[src/rtl/seg_addr_gen.sv]
module seg_addr_gen #(
  parameter int SEG_W = 16,
  parameter int OFF_W = 16,
  parameter int SHIFT = 4,
  parameter logic [SEG_W-1:0] RST_CODE_SEG = '1
) (
  input  logic             clk,
  input  logic             rst_n,
  input  logic             seg_wr_en,
  input  logic [1:0]       seg_wr_sel,
  input  logic [SEG_W-1:0] seg_wr_data,
  input  logic             ptr_wr_en,
  input  logic [2:0]       ptr_wr_sel,
  input  logic [OFF_W-1:0] ptr_wr_data,
  input  logic             req,
  input  logic [2:0]       off_sel,
  input  logic [OFF_W-1:0] ext_off,
  input  logic             ovr_en,
  input  logic [1:0]       ovr_seg,
  output logic [SEG_W+SHIFT-1:0] phys_addr,
  output logic             addr_valid
);
  localparam int PA_W = SEG_W + SHIFT;
  localparam logic [1:0] SG_CODE = 2'd0, SG_DATA = 2'd1, SG_STACK = 2'd2, SG_EXTRA = 2'd3;

  logic [SEG_W-1:0] seg_q [4];
  logic [OFF_W-1:0] ip_q, si_q, di_q, sp_q, bp_q;
  logic [OFF_W-1:0] off;
  logic [1:0]       dflt_seg, eff_seg;
  logic [PA_W-1:0]  base, sum;

  always_ff @(posedge clk or negedge rst_n) begin
    if (!rst_n) begin
      seg_q[SG_CODE]  <= RST_CODE_SEG;
      seg_q[SG_DATA]  <= '0;
      seg_q[SG_STACK] <= '0;
      seg_q[SG_EXTRA] <= '0;
    end else if (seg_wr_en) begin
      seg_q[seg_wr_sel] <= seg_wr_data;
    end
  end

  always_ff @(posedge clk or negedge rst_n) begin
    if (!rst_n) begin
      ip_q <= '0; si_q <= '0; di_q <= '0; sp_q <= '0; bp_q <= '0;
    end else if (ptr_wr_en) begin
      case (ptr_wr_sel)
        3'd0: ip_q <= ptr_wr_data;
        3'd1: si_q <= ptr_wr_data;
        3'd2: di_q <= ptr_wr_data;
        3'd3: sp_q <= ptr_wr_data;
        3'd4: bp_q <= ptr_wr_data;
        default: ;
      endcase
    end
  end

  always_comb begin
    case (off_sel)
      3'd0: begin off = ip_q; dflt_seg = SG_CODE;  end
      3'd1: begin off = si_q; dflt_seg = SG_DATA;  end
      3'd2: begin off = di_q; dflt_seg = SG_EXTRA; end
      3'd3: begin off = sp_q; dflt_seg = SG_STACK; end
      3'd4: begin off = bp_q; dflt_seg = SG_STACK; end
      default: begin off = ext_off; dflt_seg = SG_DATA; end
    endcase
  end

  assign eff_seg = ovr_en ? ovr_seg : dflt_seg;
  assign base    = {seg_q[eff_seg], {SHIFT{1'b0}}};
  assign sum     = base + {{(PA_W-OFF_W){1'b0}}, off};

  always_ff @(posedge clk or negedge rst_n) begin
    if (!rst_n) begin
      phys_addr  <= '0;
      addr_valid <= 1'b0;
    end else begin
      addr_valid <= req;
      if (req) phys_addr <= sum;
    end
  end
endmodule


[config.mk]
export PLATFORM = sky130hd
export DESIGN_NAME = seg_addr_gen
export DESIGN_NICKNAME = d
export VERILOG_FILES = /design/src/rtl/seg_addr_gen.sv
export SDC_FILE = /design/constraint.sdc
export NUM_CORES = 1
export LEC_CHECK = 0
export BUFFER_PORTS_ARGS = -buffer_cell sky130_fd_sc_hd__buf_2
export CAP_MARGIN = 5
export CORE_ASPECT_RATIO = 1.2
export CORE_MARGIN = 2
export CORE_UTILIZATION = 53
export CTS_BUF_LIST = sky130_fd_sc_hd__clkbuf_4 sky130_fd_sc_hd__clkbuf_8 sky130_fd_sc_hd__clkbuf_16
export DETAILED_ROUTE_END_ITERATION = 8
export PLACE_DENSITY = 0.82
export SLEW_MARGIN = 10
export SYNTH_ARGS = -nofsm -noshare
export SYNTH_HDL_FRONTEND = slang
export SYNTH_SLANG_ARGS = --single-unit
[constraint.sdc]
create_clock -name clk -period 2.7 [get_ports clk]
set_input_delay 0.27 -clock clk [delete_from_list [all_inputs] [get_ports clk]]
set_output_delay 0.27 -clock clk [all_outputs]
set_load 0.01 [all_outputs]
**After elaboration in Yosys (flattened, before gate mapping)**

Index checks and enable logic that the tools add are counted.

- Order comparisons: 3
- Equality and inequality tests: 8
- Reductions and logical operators: 9
- Bitwise operators: 2
- Mux-type cells: 9
- $add $sub $neg: 1

Operators by type and width:

| operator | number |
|---|---|
| case mux 16 bit (5 select lines) | 1 |
| bitwise mux 64 bit | 1 |
| 2-to-1 mux 16 bit | 3 |
| binary-select mux 16 bit (select 2 bit) | 1 |
| demux 16 bit (select 2 bit) | 1 |
| adder 20 x 16 -> 20 bit | 1 |
| equality test 3 x 2 -> 1 bit, second input constant | 4 |
| AND reduction 2 bit | 5 |
| equality test 3 x 1 -> 1 bit, second input constant | 2 |
| equality test 3 bit, second input constant | 2 |
| >= comparator 3 bit, second input constant | 2 |
| logical NOT 3 bit | 2 |
| NOT 2 -> 3 bit | 2 |
| case mux 2 bit (3 select lines) | 1 |
| < comparator 3 x 1 -> 1 bit, second input constant | 1 |
| 2-to-1 mux 2 bit | 1 |
| OR reduction 2 bit | 1 |
| logical AND 1 bit | 1 |

- Bits of input ports: 64
- Register bits after elaboration: 165
- Word-level logic and storage cells: 43
- Output and inout bits: 21

**Logic depth before layout (Yosys ltp)**

Gate-level depths: netlist of run 1.

- Depth after elaboration: 9
- Depth in mapped cells: 17
- Mapped depth without buffers: 15

**Least setup slack after synthesis of run 1**

No wires, ideal clock.

- Path kind: input -> register
- Start point: in off_sel[0]
- End point: reg phys_addr[13]
- Buffers on the path: 3
- Setup time: 125 ps
- Stages on the path: 16
- Arrival: 3293 ps
- Slack: -718 ps
- Cell sequence: buf_6 > and3b_4 > o31ai_4 > buf_6 > buf_2 > mux2_2 > nand2_1 > o21ai_0 > ha_1 > a21oi_1 > nand2_1 > o21a_1 > a21o_1 > a21oi_1 > xnor2_1 > mux2_2

- Cells in the longest elaborated chain, start to end: 9
- Elaborated cells on any way between the ends: 14
- Classes of those cells: 1 x add/sub; 4 x eq/ne; 6 x mux; 1 x bitwise; 2 x reduce/logical

Ends and longest elaborated chain:

| element | RTL line | RTL |
|---|---|---|
| start: declaration | 16 | `input logic [2:0] off_sel,` |
| equality test 3 bit / equality test 3 x 2 -> 1 bit (equally long branches) | 59 | `case (off_sel)` |
| OR reduction 2 bit (no line) | - |  |
| case mux 2 bit (3 select lines) | 59 |  |
| 2-to-1 mux 2 bit | 69 | `assign eff_seg = ovr_en ? ovr_seg : dflt_seg;` |
| NOT 2 -> 3 bit (not written as such) | 70 | `assign base = {seg_q[eff_seg], {SHIFT{1'b0}}};` |
| binary-select mux 16 bit (select 2 bit) | 70 |  |
| 2-to-1 mux 16 bit (not written as such) (2 in a row) | 70 |  |
| adder 20 x 16 -> 20 bit (*) | 71 | `assign sum = base + {{(PA_W-OFF_W){1'b0}}, off};` |
| end signal: assignment | 79 | `if (req) phys_addr <= sum;` |
| end: declaration | 20 | `output logic [SEG_W+SHIFT-1:0] phys_addr,` |

Every way passes the cells marked *; elsewhere a longest branch is shown, timed or not. The select of a mux whose other input is x is not followed.
A chain may end at the register's enable or synchronous reset.

**Worst setup path in the final report of run 1**

- Start point: reg sp_q[5]
- End point: reg phys_addr[19]

- Cells in the longest elaborated chain, start to end: 2

Ends and longest elaborated chain:

| element | RTL line | RTL |
|---|---|---|
| start: declaration | 27 | `logic [OFF_W-1:0] ip_q, si_q, di_q, sp_q, bp_q;` |
| start signal: assignment | 51 | `3'd3: sp_q <= ptr_wr_data;` |
| case mux 16 bit (5 select lines) | 59 |  |
| adder 20 x 16 -> 20 bit | 71 |  |

No other way between the ends.

==> results.toml, run 1 <==
[logic_synthesis]
yosys.area.top_type_share_pct = 46.66
synthArstFlopShare_pct = 100.0
netlist_area_um2 = 7990
ys_ff_latch = 165
synth.area.top_cells = "dfrtp_1 (47%), mux2_2 (24%), dfstp_2 (5.3%), mux2i_1 (4.3%), mux4_2 (2.8%)"
yosys_warnings = 0
synth_edf_count = 0
netlist-cell-type-count = 45
yosys.area.top_type = "dfrtp_1"
syn_inst = 604
synth_ff_type = "dfrtp_1"
syn_area_per_cell_um2 = 13.23
mappedNetlistNets = 681
synth_seq_area_share_pct = 51.93

[floorplanning]
start_util_pct = 53.63
io_pins = 85
dieHeight_um = 138.5
die_area_um2 = 16080
rows = 49
core_um2 = 14900
die_w_um = 116.1

[sta]
period_minus_slack_ns = 2.820
slew_headroom_pct = 54.45
worst_slack_ns = -0.1204
slew_viol_final = 0
whs_ns = 0.1123
setup_viol = 6
fin_setup_tns_ns = -0.3989
hold_violations = 0
finalClockSkew_ns = 0.007247
period_share_pct = 104.5
worst_pin_slew_ns = 0.6832
rsz0062_at_grt = "yes"
max_freq_mhz = 354.6

[cells_and_area]
nFillCells = 1049
fin_cells = 966
final_cell_area_um2 = 10010
syn_to_final_growth_pct = 25.34
multi_input_area_um2 = 3902
layout.nets = 826
final_util_pct = 67.22
antenna_cells = 0
seq_area_um2 = 4149
layout-drive-gt1-share_pct = 55.25

[cts]
cts_max_path_buffers = 2
clock-sinks = 165
path_clk_slew_ns = 0.06
cts_buffers = 17
insertion_delay_ns = 0.43
h-tree-depth = 4
cts_tree = "done"
clockRootBuffer = "clkbuf_16"

[global_route]
gr-total-overflow = 0
grt_max_degree = 74
grt_pass1_vias = 6131
grt_use_total_pct = 25.43
grt_pass1_wl_mm = 31.18
use_met3_pct = 5.349
globalRouteMet2Util_pct = 44.78
antenna_found_initial = 0
grt_most_used_layer = "met2"
grt_use_met1_pct = 29.92

[drt]
drt_pass1_iterations = 4
wl_per_cell_um = 20.08
ant_nets = 0
vias_per_cell = 5.658
routed_wl_mm = 19.40
route.detailed.drc = 0
drtIter0Drc = 198
dr_total_vias = 5466

[setup_path]
critPathCaptureType = "flip-flop"
crit_type = "reg -> reg"
r2r_end = "phys_addr[19]"
cp_max_fo = 3
required_ns = 3.00
start_kind = "flip-flop"
crit_arrival_ns = 3.12
rr_startpoint = "sp_q[5]"
r2r.worst_path.cells = 11
rrSetupSlack_ns = -0.12

[place]
portBuffers = 84
gp_congestion = 0.8117
dp_cells = 920
post-place-ws_ns = -0.6321
dp.final_hpwl_mm = 13.21
dpl_cell_area_um2 = 9065

[run_status]
status = "complete, but fails checks"
violations = "negative setup slack"

[power]
p_leak_nw = 4.434
irDropWorstVdd_uv = 548.7
p_per_area_nw_per_um2 = 829.0
p_total_mw = 8.302

[worst_hold_path]
worstHoldStart = "seg_wr_data[5]"
hold_path_class = "in -> reg"
min_path_cells = 2
hold_end = "seg_q[53]"

[job]
drv_cap = 0
[synth_stat cells, types with 2 or more instances]
master    instances
mux2_2          168
dfrtp_1         149
mux2i_1          34
nor2_1           29
a21oi_1          27
nand2_1          27
o21ai_0          27
clkbuf_1         21
dfstp_2          16
ha_1             12
mux4_2           10
inv_1             8
xnor2_1           8
a22oi_1           6
a21o_1            5
o21a_1            4
xor2_1            4
a211oi_1          3
buf_2             3
nand2b_1          3
nand3b_1          3
nor2b_1           3
o21bai_1          3
o221a_2           3
a221oi_1          2
a31oi_1           2
buf_1             2
buf_6             2
nand3_1           2
nor4bb_1          2
o31ai_4           2
[routing by layer]
layer	vias to the layer above	routed length, um
met5	-	0
met4	0	603
met3	49	768
met2	132	10360
met1	2790	7660
li1	2495	-
[power breakdown]
part	internal, mW	leakage, nW	switching (mW)
Clock	1.57	0.300	0.950
Combinational	1.30	2.19	1.09
Sequential	3.08	1.94	0.324
Total	5.94	4.43	2.36
[worst max-delay path by stage]
| stage | start | endpoint | slack (ns) | depth (start not counted) |
|---|---|---|---|---|
| 2_1_floorplan | off_sel[0] | phys_addr[19] | -0.53 | 16 |
| 6_report | sp_q[5] | phys_addr[19] | -0.12 | 11 |
| 3_5_place_dp | off_sel[0] | phys_addr[19] | -0.63 | 15 |
| 5_1_grt | sp_q[5] | phys_addr[19] | -0.19 | 11 |
| 3_3_place_gp | off_sel[0] | phys_addr[19] | -0.60 | 16 |
| 4_1_cts | sp_q[4] | phys_addr[14] | -0.07 | 13 |
[layout by cell type, fill, tap and decap left out, types with 7 or more instances in the layout]
master,n
buf_2,81
xnor2_1,8
inv_1,7
a21oi_1,20
o21ai_0,17
nor2_1,25
nand2_1,24
mux4_2,10
mux2_2,165
mux2i_1,31
dfstp_2,16
clkbuf_16,17
buf_4,57
dfrtp_1,149
o21ai_1,8
buf_6,10
ha_1,9
[timing repair]
action,in CTS,in global routing
pin swaps,22,9
resized for setup,36,16
setup endpoints to repair,9,11
endpoints found under the hold margin,63,0
setup buffers,9,3
hold buffers,1,0
gates cloned,1,0
[registers in the layout (all words and copies together), names as in the netlist]
name / count
ip_q: 16
sp_q: 16
si_q: 16
phys_addr: 20
di_q: 16
bp_q: 16
seg_q: 64
addr_valid: 1
[cells by family after synthesis]
logic type,after synthesis,share of synthesized area (%)
compound gates,89,7.250
xor+xnor,12,1.315
fa+ha+maj,13,2.130
buf+inv,36,1.926
flops,165,51.93
mux,213,30.93
simple gates,76,4.526
[worst max-delay path, stage by stage, from the launching register on]
cell	delay, ns
dfrtp_1	0.38
mux4_2	0.47
nor2_1	0.15
a21oi_2	0.07
ha_1	0.35
a211oi_4	0.24
nor2_2	0.08
o21a_1	0.23
a221o_1	0.36
nand4_1	0.13
xor2_1	0.16
a21oi_1	0.08
[cell type report]
type                    count  area share [%]
flip-flops and latches    165           41.43
multi-input cells         403           38.97
repair buffers            154           10.57
clock buffers              24           4.960
well taps                 204           2.549
clock inverters             8           1.224
inverters                   8          0.2999
Note: power is estimated with default switching activity, not from simulation.
==> inputs of run 2 (changes only) <==
- SKIP_CTS_REPAIR_TIMING: default -> 1
==> run 2 against run 1 <==
Clock power about the same; the run still ends with negative setup slack left; register-to-register slack barely moved; via count decreased by 0.62%; maximum frequency is 0.36% lower; sequential share of layout area is 0.29 points higher; core utilization fell by 0.47 points; hold slack improved by 0.0085 ns.
==> results.toml, run 2 (same netlist as run 1, synthesis figures left out) <==
[run_status]
status = "complete, but fails checks"
violations = "negative setup slack"

[setup_path]
crit_arrival_ns = 3.13
crit_type = "reg -> reg"
r2r.worst_path.cells = 13
critical_path_cell_count = 13
start_kind = "flip-flop"
required_ns = 3.00
crit_chain = "mux2_2, a221oi_2, o21ai_1, o21ai_0, a21oi_1, ha_1, nand2_1, nor2_2, and3_1, a221o_1, nand4_1, xor2_1, a21oi_1"
path_buf_inv = 0
critPathCaptureType = "flip-flop"
crit_family = "compound AO/OA/AOI/OAI gates"
cpPeakStageDelay_ns = 0.39
crit_top_cell = "a21oi_1"
cp_slowest_cell = "dfrtp_1"
cp_max_fo = 4

[cts]
cts_buffers = 17
h-tree-depth = 4
insertion_delay_ns = 0.43
path_clk_slew_ns = 0.06
clock-sinks = 165
cts_max_path_buffers = 2
cts_tree = "done"
clockRootBuffer = "clkbuf_16"

[worst_hold_path]
hold_path_class = "in -> reg"
min_path_cells = 2

[sta]
period_share_pct = 104.8
period_minus_slack_ns = 2.831
slew_viol_final = 0
max_freq_mhz = 353.3
rsz0062_at_grt = "yes"
finalClockSkew_ns = 0.01160
setup_viol = 7
hold_violations = 0
slew_headroom_pct = 54.33
fin_setup_tns_ns = -0.5124
worst_slack_ns = -0.1308
worst_pin_slew_ns = 0.6850

[drt]
routed_wl_mm = 19.30
route.detailed.drc = 0
ant_nets = 0
dr_total_vias = 5432
wl_per_cell_um = 20.10
drt_pass1_iterations = 5
drtIter0Drc = 172
vias_per_cell = 5.658

[global_route]
antenna_found_initial = 0
gr-total-overflow = 0
grt_pass1_vias = 6040
grt_max_degree = 74
grt_use_total_pct = 24.78
grt_pass1_wl_mm = 30.46

[cells_and_area]
regMostFlops = "seg_q"
nFillCells = 1058
final_cell_mix = "mux2_2 (166), dfrtp_1 (149), buf_2 (82), buf_4 (52), mux2i_1 (31)"
layout_commonest_cell = "mux2_2"
final_util_pct = 66.75
fin_cells = 960
syn_to_final_growth_pct = 24.46
final_cell_area_um2 = 9945
layout.nets = 820
layout-drive-gt1-share_pct = 55.03
antenna_cells = 0
largest_register_ff_count = 64
top_regs = "seg_q x64, phys_addr x20"

[floorplanning]
die_w_um = 116.1
start_util_pct = 53.63
core_um2 = 14900
io_pins = 85
die_area_um2 = 16080
dieHeight_um = 138.5
rows = 49

[power]
p_per_area_nw_per_um2 = 826.9
p_leak_nw = 4.394
irDropWorstVdd_uv = 548.5

[job]
drv_cap = 0

[place]
dpl_cell_area_um2 = 9065
portBuffers = 84
dp_cells = 920
dp.final_hpwl_mm = 13.21
gp_congestion = 0.8117
## run 2: path summary, 6_finish.rpt
| check | from | end | slack (ns) |
|---|---|---|---|
| setup / recovery | sp_q[14] | phys_addr[19] | -0.13 |
| hold reg to reg | phys_addr[13] | phys_addr[13] | 0.50 |
| setup reg to reg | sp_q[14] | phys_addr[19] | -0.13 |
| max in group asynchronous | rst_n | seg_q[57] | 1.42 |
| hold / removal | seg_wr_data[5] | seg_q[53] | 0.12 |
| min in group asynchronous | rst_n | bp_q[2] | 0.43 |
## run 2: final cells by class
cell class / instances / area [um^2] / area share, %
clock buffer: 24 / 496.7 / 4.995
clock inverter: 8 / 122.6 / 1.233
inverter: 8 / 30.03 / 0.3020
multi-input combinational: 403 / 3902 / 39.24
sequential: 165 / 4149 / 41.72
tap: 204 / 255.2 / 2.567
timing repair buffer: 148 / 988.4 / 9.940
## run 2: per-stage QoR
step	total power, mW	setup WS [ns]	hold slack, ns
6_report	8.223	-0.1308	0.1208
5_1_grt	8.614	-0.2476	0.1159
4_1_cts	8.091	-0.1911	-0.1138
3_5_place_dp	5.562	-0.6321	0.3403
3_3_place_gp	5.421	-0.5984	0.3187
2_1_floorplan	4.723	-0.5316	-0.02559
## run 2: metal layers
layer / track usage, % / share of wire [%]
met1: 29.70 / 41
met2: 43.40 / 54
met3: 5.436 / 3.0
met4: 9.023 / 2.0
met5: 0 / 0
## run 2: report_power, final
part | internal [mW] | leakage [nW] | switching, mW | total (mW)
registers | 3.08 | 1.94 | 0.323 | 3.40
clock network | 1.57 | 0.300 | 0.943 | 2.51
logic | 1.25 | 2.15 | 1.06 | 2.31
==> inputs of run 3 (changes only) <==
- RECOVER_POWER: default -> 25
==> run 3 against run 2 <==
The run ends with max-capacitance violations, max-slew violations, negative setup slack left; maximum frequency fell by 0.28%; clock skew is 0.0030 ns lower; via count about the same; register-to-register slack hardly changed; routed wire length is 0.41% lower; combinational power hardly changed; clock-buffer cell count unchanged; sequential share of layout area rose by 0.16 points; first-iteration DRC count increased by 28%; global-route usage unchanged; sequential cell count unchanged; sequential power about the same; critical endpoint unchanged; highest routed layer unchanged.
==> results.toml, run 3 (same netlist as run 1, synthesis figures left out) <==
[drt]
ant_nets = 0
drtIter0Drc = 220
wl_per_cell_um = 20.02
vias_per_cell = 5.657
drt_pass1_iterations = 4
route.detailed.drc = 0
dr_total_vias = 5431
routed_wl_mm = 19.22

[cells_and_area]
regMostFlops = "seg_q"
syn_to_final_growth_pct = 23.99
final_cell_mix = "mux2_2 (166), dfrtp_1 (149), buf_2 (79), buf_4 (46), mux2i_1 (31)"
antenna_cells = 0
multi_input_area_um2 = 3897
layout.nets = 820
final_cell_area_um2 = 9907
top_regs = "seg_q x64, phys_addr x20"
layout-drive-gt1-share_pct = 53.70
largest_register_ff_count = 64
seq_area_um2 = 4149
nFillCells = 1067
layout_commonest_cell = "mux2_2"

[sta]
max_freq_mhz = 352.3
period_minus_slack_ns = 2.839
worst_pin_slew_ns = 1.852
worst_slack_ns = -0.1386
whs_ns = 0.1201
slew_headroom_pct = -23.44
period_share_pct = 105.1
fin_setup_tns_ns = -0.5287
rsz0062_at_grt = "yes"
slew_viol_final = 73
hold_violations = 0
finalClockSkew_ns = 0.008557
setup_viol = 7

[global_route]
grt_pass1_wl_mm = 30.46
grt_pass1_vias = 6040
grt_use_total_pct = 24.78
antenna_found_initial = 0
gr-total-overflow = 0
grt_max_degree = 74

[setup_path]
crit_start = "sp_q[14]"
required_ns = 2.99
crit_type = "reg -> reg"
crit_arrival_ns = 3.13
rr_startpoint = "sp_q[14]"
critPathCaptureType = "flip-flop"
start_kind = "flip-flop"
cp_max_fo = 4

[cts]
cts_max_path_buffers = 2
clockRootBuffer = "clkbuf_16"
h-tree-depth = 4
cts_buffers = 17
clock-sinks = 165
cts_tree = "done"
insertion_delay_ns = 0.42
path_clk_slew_ns = 0.06

[floorplanning]
die_w_um = 116.1
core_um2 = 14900
start_util_pct = 53.63
dieHeight_um = 138.5
io_pins = 85
die_area_um2 = 16080
rows = 49

[power]
irDropWorstVdd_uv = 550.1
internal_power_mw = 5.891
combPwrFrac_pct = 28.1
p_per_area_nw_per_um2 = 828.9
p_total_mw = 8.212
swShare_pct = 28.27
p_leak_nw = 4.361
p_clk_share_pct = 30.5
p_seq_share_pct = 41.4
netSwitchingPower_mw = 2.321

[worst_hold_path]
worstHoldStart = "seg_wr_data[5]"
hold_path_class = "in -> reg"

[place]
post-place-ws_ns = -0.6321
dp.final_hpwl_mm = 13.21
portBuffers = 84
dpl_cell_area_um2 = 9065
gp_congestion = 0.8117

[job]
drv_cap = 1

[run_status]
violations = "max-capacitance violations, max-slew violations, negative setup slack"
status = "complete, but fails checks"
run 3: cell type report:
class	instances	share of cell area, %
flip-flops and latches	165	41.88
multi-input cells	403	39.34
repair buffers	148	9.649
clock buffers	24	5.014
well taps	204	2.576
clock inverters	8	1.238
inverters	8	0.3031
run 3: final timing paths:
path	endpoint	slack, ns	cells past startpoint
max	phys_addr[19]	-0.14	13
min	seg_q[53]	0.12	2
max reg2reg	phys_addr[19]	-0.14	13
min reg2reg	phys_addr[13]	0.50	1
max in group asynchronous	seg_q[57]	0.57	3
min in group asynchronous	di_q[1]	0.90	2
run 3: power groups by stage:
stage / Clock (mW) / Sequential [mW] / Combinational, mW
final: 2.50 / 3.40 / 2.31
after global routing: 2.64 / 3.46 / 2.51
after CTS: 2.54 / 3.39 / 2.16
after detailed placement: 0 / 3.42 / 2.14
after global placement: 0 / 3.37 / 2.05
after floorplan: 0 / 3.37 / 1.35
run 3: metal layers:
metal / vias to the layer above / GRT usage, % / routed length, um
met2: 124 / 43.40 / 10430
met3: 38 / 5.436 / 630
met4: 0 / 9.023 / 414
met5: - / 0 / 0
met1: 2781 / 29.70 / 7745
li1: 2488 / - / -
run 3: metrics by stage:
step                      std cells  util [%]
after floorplan                 604         -
after global placement          920     60.85
after detailed placement        920     60.85
after CTS                       952     65.00
after global routing            960     66.50
final                           960     66.50
run 3: worst max-delay path, stage by stage (launching register included):
cell and delay (ns):
dfrtp_1 0.39, mux2_2 0.30, a221oi_2 0.28, o21ai_1 0.12, o21ai_0 0.09, a21oi_1 0.08
ha_1 0.34, nand2_1 0.11, nor2_2 0.06, and3_1 0.19, a221o_1 0.38, nand4_1 0.13
xor2_1 0.16, a21oi_1 0.08
